File: src/rtl/mgmt_dn_pkg.sv
// Package: shared constants, operation codes, strobe slot indices and the
// decoded-update structure used by the downstream management decoder.
package mgmt_dn_pkg;

    localparam int unsigned CMD_W  = 6;
    localparam int unsigned ADDR_W = 20;
    localparam int unsigned MSG_W  = 8;
    localparam int unsigned ACT_W  = 3;

    localparam logic [CMD_W-1:0]  MGMT_BCAST_CMD = 6'b111010;
    localparam logic [ADDR_W-1:0] MGMT_ADDR_TAG  = 20'hFDF91;

    // Operation codes carried in message bits 7:4
    typedef enum logic [3:0] {
        OP_RSVD0    = 4'h0,
        OP_LEG_IN   = 4'h1,
        OP_LEG_OUT  = 4'h2,
        OP_STOPCLK  = 4'h3,
        OP_HALT     = 4'h4,
        OP_SHUTDOWN = 4'h5,
        OP_STOPGNT  = 4'h6,
        OP_VFCHG    = 4'h7,
        OP_WBINV    = 4'h8,
        OP_INV      = 4'h9,
        OP_SMIACK   = 4'hA,
        OP_PLAT     = 4'hB
    } mgmt_op_e;

    // Strobe slot indices
    localparam int unsigned STB_HALT  = 0;
    localparam int unsigned STB_SHUT  = 1;
    localparam int unsigned STB_VFCHG = 2;
    localparam int unsigned STB_WBINV = 3;
    localparam int unsigned STB_INV   = 4;
    localparam int unsigned STB_GRANT = 5;
    localparam int unsigned NUM_STB   = 6;

    // One decoded packet: which registers to write and which strobe to fire
    typedef struct packed {
        logic               wr_legacy_in;
        logic               wr_fp_err;
        logic               wr_stop_clk;
        logic               wr_smi_ack;
        logic               wr_action;
        logic [NUM_STB-1:0] pulse;
    } mgmt_dec_t;

endpackage

File: src/rtl/mgmt_pkt_filter.sv
// Module: mgmt_pkt_filter
// Recognises broadcast management packets by command code and address tag,
// and registers an unchanged copy of each accepted packet for forwarding.
// Assumes one request per cycle qualified by in_valid; forward fields hold
// their last value while fwd_valid is low.
module mgmt_pkt_filter #(
    parameter int unsigned       CMD_W     = 6,
    parameter int unsigned       ADDR_W    = 20,
    parameter int unsigned       MSG_W     = 8,
    parameter logic [CMD_W-1:0]  MATCH_CMD = '0,
    parameter logic [ADDR_W-1:0] MATCH_TAG = '0
) (
    input  logic              clk,
    input  logic              rst_n,
    input  logic              in_valid,
    input  logic [CMD_W-1:0]  in_cmd,
    input  logic [ADDR_W-1:0] in_addr,
    input  logic [MSG_W-1:0]  in_msg,
    output logic              hit,
    output logic              fwd_valid,
    output logic [CMD_W-1:0]  fwd_cmd,
    output logic [ADDR_W-1:0] fwd_addr,
    output logic [MSG_W-1:0]  fwd_msg
);

    // Acceptance test: valid request with broadcast code and management tag
    always_comb begin
        hit = in_valid && (in_cmd == MATCH_CMD) && (in_addr == MATCH_TAG);
    end

    // Forward valid: one cycle per accepted packet
    always_ff @(posedge clk) begin
        if (!rst_n) begin
            fwd_valid <= 1'b0;
        end else begin
            fwd_valid <= hit;
        end
    end

    // Forward payload: capture the accepted packet unchanged
    always_ff @(posedge clk) begin
        if (!rst_n) begin
            fwd_cmd  <= '0;
            fwd_addr <= '0;
            fwd_msg  <= '0;
        end else if (hit) begin
            fwd_cmd  <= in_cmd;
            fwd_addr <= in_addr;
            fwd_msg  <= in_msg;
        end
    end

endmodule

File: src/rtl/mgmt_op_decode.sv
// Module: mgmt_op_decode
// Purely combinational decode of the message byte of an accepted packet
// into register-write enables and a one-hot strobe request.
// Assumes hit already qualifies the packet; reserved codes produce nothing.
module mgmt_op_decode
    import mgmt_dn_pkg::*;
(
    input  logic             hit,
    input  logic [MSG_W-1:0] msg,
    output mgmt_dec_t        dec
);

    mgmt_op_e op;

    // Operation select from the upper nibble
    always_comb begin
        op = mgmt_op_e'(msg[7:4]);
    end

    // Map operation to write enables and strobe slot
    always_comb begin
        dec = '0;
        if (hit) begin
            case (op)
                OP_LEG_IN:   dec.wr_legacy_in     = 1'b1;
                OP_LEG_OUT:  dec.wr_fp_err        = 1'b1;
                OP_STOPCLK: begin
                    dec.wr_stop_clk = 1'b1;
                    dec.wr_action   = 1'b1;
                end
                OP_STOPGNT: begin
                    dec.wr_action        = 1'b1;
                    dec.pulse[STB_GRANT] = 1'b1;
                end
                OP_HALT:     dec.pulse[STB_HALT]  = 1'b1;
                OP_SHUTDOWN: dec.pulse[STB_SHUT]  = 1'b1;
                OP_VFCHG:    dec.pulse[STB_VFCHG] = 1'b1;
                OP_WBINV:    dec.pulse[STB_WBINV] = 1'b1;
                OP_INV:      dec.pulse[STB_INV]   = 1'b1;
                OP_SMIACK:   dec.wr_smi_ack       = 1'b1;
                default:     dec = '0;
            endcase
        end
    end

endmodule

File: src/rtl/mgmt_wire_regs.sv
// Module: mgmt_wire_regs
// Persistent level registers for each virtual wire plus the action code.
// Assumes the decode enables are mutually exclusive per cycle.
module mgmt_wire_regs
    import mgmt_dn_pkg::*;
(
    input  logic             clk,
    input  logic             rst_n,
    input  mgmt_dec_t        dec,
    input  logic [3:0]       arg,
    output logic             numerr_ignore,
    output logic             a20_mask,
    output logic             fp_error,
    output logic             stop_clk,
    output logic             smi_ack,
    output logic [ACT_W-1:0] action
);

    // Legacy processor inputs: bit 0 and bit 1 of the argument
    always_ff @(posedge clk) begin
        if (!rst_n) begin
            numerr_ignore <= 1'b0;
            a20_mask      <= 1'b0;
        end else if (dec.wr_legacy_in) begin
            numerr_ignore <= arg[0];
            a20_mask      <= arg[1];
        end
    end

    // Processor error output level
    always_ff @(posedge clk) begin
        if (!rst_n) begin
            fp_error <= 1'b0;
        end else if (dec.wr_fp_err) begin
            fp_error <= arg[0];
        end
    end

    // Stop-clock level
    always_ff @(posedge clk) begin
        if (!rst_n) begin
            stop_clk <= 1'b0;
        end else if (dec.wr_stop_clk) begin
            stop_clk <= arg[0];
        end
    end

    // SMI acknowledge level
    always_ff @(posedge clk) begin
        if (!rst_n) begin
            smi_ack <= 1'b0;
        end else if (dec.wr_smi_ack) begin
            smi_ack <= arg[0];
        end
    end

    // Action code from argument bits 3:1
    always_ff @(posedge clk) begin
        if (!rst_n) begin
            action <= '0;
        end else if (dec.wr_action) begin
            action <= arg[ACT_W:1];
        end
    end

endmodule

File: src/rtl/mgmt_strobe_gen.sv
// Module: mgmt_strobe_gen
// Registers the one-hot strobe request so each special cycle yields a
// single-clock pulse. Assumes one request per accepted packet.
module mgmt_strobe_gen #(
    parameter int unsigned N = 6
) (
    input  logic         clk,
    input  logic         rst_n,
    input  logic [N-1:0] req,
    output logic [N-1:0] pulse
);

    for (genvar g = 0; g < N; g++) begin : g_slot
        // Slot register: high for the clock after its request only
        always_ff @(posedge clk) begin
            if (!rst_n) begin
                pulse[g] <= 1'b0;
            end else begin
                pulse[g] <= req[g];
            end
        end
    end

endmodule

File: src/rtl/mgmt_bcast_decoder.sv
// Module: mgmt_bcast_decoder (top)
// Accepts broadcast management packets, forwards each one unchanged, keeps
// the virtual-wire levels and action code, and emits special-cycle strobes.
// All results appear one clock after the packet. Synchronous active-low reset.
module mgmt_bcast_decoder
    import mgmt_dn_pkg::*;
#(
    parameter logic [CMD_W-1:0]  MATCH_CMD = MGMT_BCAST_CMD,
    parameter logic [ADDR_W-1:0] MATCH_TAG = MGMT_ADDR_TAG
) (
    input  logic              clk,
    input  logic              rst_n,
    input  logic              in_valid,
    input  logic [CMD_W-1:0]  in_cmd,
    input  logic [ADDR_W-1:0] in_addr,
    input  logic [MSG_W-1:0]  in_msg,
    output logic              fwd_valid,
    output logic [CMD_W-1:0]  fwd_cmd,
    output logic [ADDR_W-1:0] fwd_addr,
    output logic [MSG_W-1:0]  fwd_msg,
    output logic              lvl_numerr_ignore,
    output logic              lvl_a20_mask,
    output logic              lvl_fp_error,
    output logic              lvl_stop_clk,
    output logic              lvl_smi_ack,
    output logic [ACT_W-1:0]  action_code,
    output logic              pulse_halt,
    output logic              pulse_shutdown,
    output logic              pulse_vf_change,
    output logic              pulse_wb_inval,
    output logic              pulse_inval,
    output logic              pulse_stop_grant
);

    logic               hit;
    mgmt_dec_t          dec;
    logic [NUM_STB-1:0] stb;

    mgmt_pkt_filter #(
        .CMD_W     (CMD_W),
        .ADDR_W    (ADDR_W),
        .MSG_W     (MSG_W),
        .MATCH_CMD (MATCH_CMD),
        .MATCH_TAG (MATCH_TAG)
    ) u_filter (
        .clk       (clk),
        .rst_n     (rst_n),
        .in_valid  (in_valid),
        .in_cmd    (in_cmd),
        .in_addr   (in_addr),
        .in_msg    (in_msg),
        .hit       (hit),
        .fwd_valid (fwd_valid),
        .fwd_cmd   (fwd_cmd),
        .fwd_addr  (fwd_addr),
        .fwd_msg   (fwd_msg)
    );

    mgmt_op_decode u_decode (
        .hit (hit),
        .msg (in_msg),
        .dec (dec)
    );

    mgmt_wire_regs u_wires (
        .clk           (clk),
        .rst_n         (rst_n),
        .dec           (dec),
        .arg           (in_msg[3:0]),
        .numerr_ignore (lvl_numerr_ignore),
        .a20_mask      (lvl_a20_mask),
        .fp_error      (lvl_fp_error),
        .stop_clk      (lvl_stop_clk),
        .smi_ack       (lvl_smi_ack),
        .action        (action_code)
    );

    mgmt_strobe_gen #(
        .N (NUM_STB)
    ) u_strobes (
        .clk   (clk),
        .rst_n (rst_n),
        .req   (dec.pulse),
        .pulse (stb)
    );

    // Strobe slots to named ports
    always_comb begin
        pulse_halt       = stb[STB_HALT];
        pulse_shutdown   = stb[STB_SHUT];
        pulse_vf_change  = stb[STB_VFCHG];
        pulse_wb_inval   = stb[STB_WBINV];
        pulse_inval      = stb[STB_INV];
        pulse_stop_grant = stb[STB_GRANT];
    end

endmodule

File: config.mk
export PLATFORM = sky130hd
export DESIGN_NAME = mgmt_bcast_decoder
export DESIGN_NICKNAME = d
export VERILOG_FILES = /design/src/rtl/mgmt_dn_pkg.sv /design/src/rtl/mgmt_pkt_filter.sv /design/src/rtl/mgmt_op_decode.sv /design/src/rtl/mgmt_wire_regs.sv /design/src/rtl/mgmt_strobe_gen.sv /design/src/rtl/mgmt_bcast_decoder.sv
export SDC_FILE = /design/constraint.sdc
export NUM_CORES = 1
export LEC_CHECK = 0
export BUFFER_PORTS_ARGS = -buffer_cell sky130_fd_sc_hd__buf_2
export CAP_MARGIN = 20
export CORE_AREA = 2 2 64 66
export CTS_CLUSTER_DIAMETER = 120
export DETAILED_ROUTE_END_ITERATION = 16
export DIE_AREA = 0 0 66 68
export GPL_TIMING_DRIVEN = 0
export PLACE_DENSITY = 0.8
export SKIP_CTS_REPAIR_TIMING = 1
export SYNTH_ARGS = -nofsm -noshare
export SYNTH_HDL_FRONTEND = slang
export SYNTH_SLANG_ARGS = --single-unit
File: constraint.sdc
create_clock -name clk -period 2.5 [get_ports clk]
set_input_delay 0.125 -clock clk [delete_from_list [all_inputs] [get_ports clk]]
set_output_delay 0.125 -clock clk [all_outputs]
set_load 0.03 [all_outputs]
# Word-level counts from Yosys, hierarchy flattened
# Index checks and enable logic that the tools add are counted.
op_classes:
  eq_ne: 12
  n_mux: 12
  reduce_logical: 4
op_table:
  columns: ["cell", "n"]
  rows:
  - ["20-bit == test (second input constant)", 1]
  - ["4-bit by 3-bit == test with 1-bit output (second input constant)", 4]
  - ["4-bit == test (second input constant)", 3]
  - ["1-bit two-way mux", 11]
  - ["11-bit two-way mux", 1]
  - ["4-bit by 2-bit == test with 1-bit output (second input constant)", 2]
  - ["6-bit == test (second input constant)", 1]
  - ["4-bit by 1-bit == test with 1-bit output (second input constant)", 1]
  - ["1-bit logical AND", 2]
  - ["2-bit AND reduction", 1]
  - ["2-bit OR reduction", 1]
totals:
  regBits: 49
  inputBits: 37
  out_inout_bits: 49

# Depth between registers and ports, before layout
depth:
  depth_word: 4
  ltp_mapped: 6

# By module
# From an unflattened synthesis, not the netlist that was laid out.
unflattened:
  hier_cells: 158
  hier_area_um2: 1740.4
modules_own_cells:
  columns: ["mod", "instances", "cells_each", "area_each_um2"]
  rows:
  - ["mgmt_pkt_filter", 1, 104, 1183.6]
  - ["mgmt_wire_regs", 1, 24, 290.3]
  - ["mgmt_strobe_gen", 1, 12, 157.7]
  - ["mgmt_op_decode", 1, 18, 108.9]

# Worst setup path before layout
# No wires, ideal clock.
synth_timing:
  path_type: "input-to-reg"
  from: "input in_addr[3]"
  to: "register u_strobes.pulse[0]"
  arrival_time_ns: 1.388
  path_slack_ns: 1.052
  path_stages: 6
  n_path_buf: 2
  cell_sequence: "nand4bb_1 > or4_1 > buf_4 > nor2_8 > buf_8 > and3_1"
synth_via:
  elab_chain_len: 3
synth_rtl:
  columns: ["item", "line_no", "text"]
  rows:
  - ["start, declared", "mgmt_bcast_decoder.sv:15", "input logic [ADDR_W-1:0] in_addr,"]
  - ["20-bit == test", "mgmt_pkt_filter.sv:28", "hit = in_valid && (in_cmd == MATCH_CMD) && (in_addr == MATCH_TAG);"]
  - ["1-bit logical AND", "mgmt_pkt_filter.sv:28", null]
  - ["2-bit AND reduction (no source line)", null, null]
  - ["end signal, assigned by index", "mgmt_strobe_gen.sv:19", "pulse[g] <= req[g];"]
  - ["end, declared", "mgmt_strobe_gen.sv:10", "output logic [N-1:0] pulse"]
# Every way passes these cells.
# A chain may end at the register's enable or synchronous reset.

# Final worst setup path
# Ends and elaborated chain as after synthesis.

==> flow_summary.yaml <==
timing:
  maxSlewViolCount: 0
  hold_slack_ns: 0.0832
  worst_pin_slew_ns: 0.488
  fmax_ghz: 0.723
  min_period_over_period: 0.553
  setup_viol: 0
  finalClockSkew_ns: 0
  setup_tns_ns: 0
  hold_viol: 0
  rsz0062_at_grt: "no"
  layout_min_cycle_time_ns: 1.38
  max-slew-margin-rel: 0.672
power_and_ir_drop:
  power.total_mw: 1.30
  power_density_mw_per_mm2: 560
  peakVddDrop_mv: 0.381
  leakage_nw: 1.20
min_path:
  hold_depth: 3
  hold_class: "in2reg"
  whs_endpoint: "u_wires.action[1]"
  min-delay-start: "in_msg[2]"
grt:
  grt.overflow.total: 0
  grt_max_degree: 14
  grt_pass1_wl_um: 6270
  antenna_found_initial: 0
  grt_usage: 0.183
  grt_pass1_vias: 1471
cells_and_area:
  layout-drive-gt1-share: 0.383
  design_area_mm2: 0.00231
  fin_nets: 293
  area_growth_pct: 32.7
  multiInputGateArea_um2: 692
  nFillCells: 368
  seqCellArea_um2: 981
  insertedDiodeCount: 0
  final_cells: 306
yosys:
  synth-xor-area-share: 0.00503
  synth_top_area_share: 0.563
  synth_top_family_by_area: "simple AND/OR/NAND/NOR gates"
  netlist_top_cells_count: "dfxtp_1, o21a_1, nand2_1"
  yosysMostFrequentCell: "dfxtp_1"
  synth_top_area_cell: "dfxtp_1"
  synthMuxAreaShare: 0.0459
  synth_area_mm2: 0.00174
  synth-compound-area-share: 0.123
  async_flop_share: 0
  synth-edff-count: 0
  synthAdderAreaFrac: 0
  synth-seq-cells: 49
  syn_inst: 165
  ys_seq_area_frac: 0.563
  ys.flop_type: "dfxtp_1"
  yosys-top-cells-area: "dfxtp_1, o21a_1, mux2i_1, and3_1, nand2_1"
  synth_warnings: 0
  synth_cell_type_count: 30
  syn-mean-instance-area_um2: 10.6
  syn-num-nets: 202
  yosys.area_share.simple: 0.223
detailed_routing:
  num_vias: 1487
  drtPass1Iterations: 4
  drt-initial-drc-count: 48
  finalWirelength_um: 3890
  via_per_inst: 4.86
  drc: 0
  drtAntennaViolNets: 0
  drt-wirelength-per-cell_um: 12.7
floorplanning:
  die_w_um: 66
  start_util: 0.452
  die_h_um: 68
  fp-row-count: 23
  dieArea_mm2: 0.00449
  core_mm2: 0.00386
  io_pins: 86
worst_setup_path:
  slowest_delay_ns: 0.52
  path_delay_family: "simple AND/OR/NAND/NOR gates"
  worstPathMaxFanout: 10
  crit_path_top_delay_cell: "or4_1"
  reg2reg_to: "u_filter.fwd_msg[1]"
  path_cells: "buf_2 > nand4bb_1 > or4_1 > buf_4 > nor2_8 > buf_8 > and3_1"
  worstPathRequired_ns: 2.73
  start_kind: "input port"
  r2r_start: "u_filter.fwd_msg[1]"
  r2r_cells: 2
  r2r_slack_ns: 1.89
  cp.arrival_ns: 1.62
  worst_setup_path_end_kind: "flip-flop"
  crit_buf_inv: 3
  cp.depth: 7
  critical_path_class: "in2reg"
run:
  maxCapViolations: 0
placement:
  placed_area_mm2: 0.00223
  portBuffers: 84
  dpl.hpwl_um: 2960
  globalplace.congestion: 0.779
  dp.cells: 299
clock_network:
  htreeDepth: 2
  cts_buffers: 5
  tritoncts: "yes"
  clk_latency_ns: 0.29
  clockBufferDepth: 2
  cts.sinks: 49
  root_buffer: "clkbuf_8"
  clk_pin_slew_ns: 0.08
outcome:
  status: "finished clean"
stage by stage:
step                utilization  setup slack, ns
global route              0.600             1.07
finish                    0.600             1.12
floorplan                     -             1.05
detailed placement        0.577            0.815
global placement          0.577            0.871
CTS                       0.600             1.12
state kept, by name, summed over array words and instances (netlist names), 3 cells and up:
signal	count
u_filter.fwd_addr	20
u_wires.action	3
u_filter.fwd_cmd	6
u_strobes.pulse	6
u_filter.fwd_msg	8
routing by layer:
layer  track usage  routed length (µm)
met5             0                   0
met2         0.307                1860
met4        0.0663                  61
met3        0.0839                 277
met1         0.205                1690
final cells by class:
cell class,instances,share of cell area
Clock buffer,7,0.0373
Tap cell,50,0.0271
Multi-Input combinational cell,104,0.299
Buffer,11,0.0287
Inverter,1,0.00162
Sequential cell,49,0.424
Timing Repair Buffer,84,0.182
where the power goes:
part           internal [mW]  switching [mW]  leakage [nW]
Clock                  0.220           0.234        0.0443
Combinational         0.0295          0.0333         0.764
Sequential             0.779   0.00000000343         0.394
placed cells by master (no fill, tap or decap), drive strengths merged, types with 4 or more instances in the layout:
cell type  Yosys  final
nand3          9      9
mux2i          8      8
and4           5      5
and3          10     10
a21oi          8      8
nor2           4      4
dfxtp         49     49
o21ai          8      8
nand4          7      7
buf            5     89
clkbuf         6     13
nand2         13     13
nor2b          4      4
o21a          18     18
kinds of logic (layout without fill, tap and decap cells):
logic type / count (synthesis) / after routing
buffers and inverters: 12 / 103
AO/OA/AOI/OAI: 34 / 34
flip-flops: 49 / 49
AND/OR/NAND/NOR: 61 / 61
XOR/XNOR: 1 / 1
multiplexers: 8 / 8
worst register-to-register path: stages (launching register included):
cell,delay (ns)
dfxtp_1,0.34
o21ai_1,0.07
a21oi_1,0.14
worst max path at each step:
stage / start / end / slack (ns)
global route: in_addr[3] / u_strobes.pulse[0] / 1.07
CTS: in_addr[3] / u_strobes.pulse[0] / 1.12
detailed placement: in_addr[3] / u_strobes.pulse[0] / 0.81
global placement: in_addr[3] / u_strobes.pulse[0] / 0.87
floorplan: in_addr[3] / u_strobes.pulse[0] / 1.05
finish: in_addr[3] / u_strobes.pulse[0] / 1.12
Note: power is estimated with default switching activity, not from simulation.
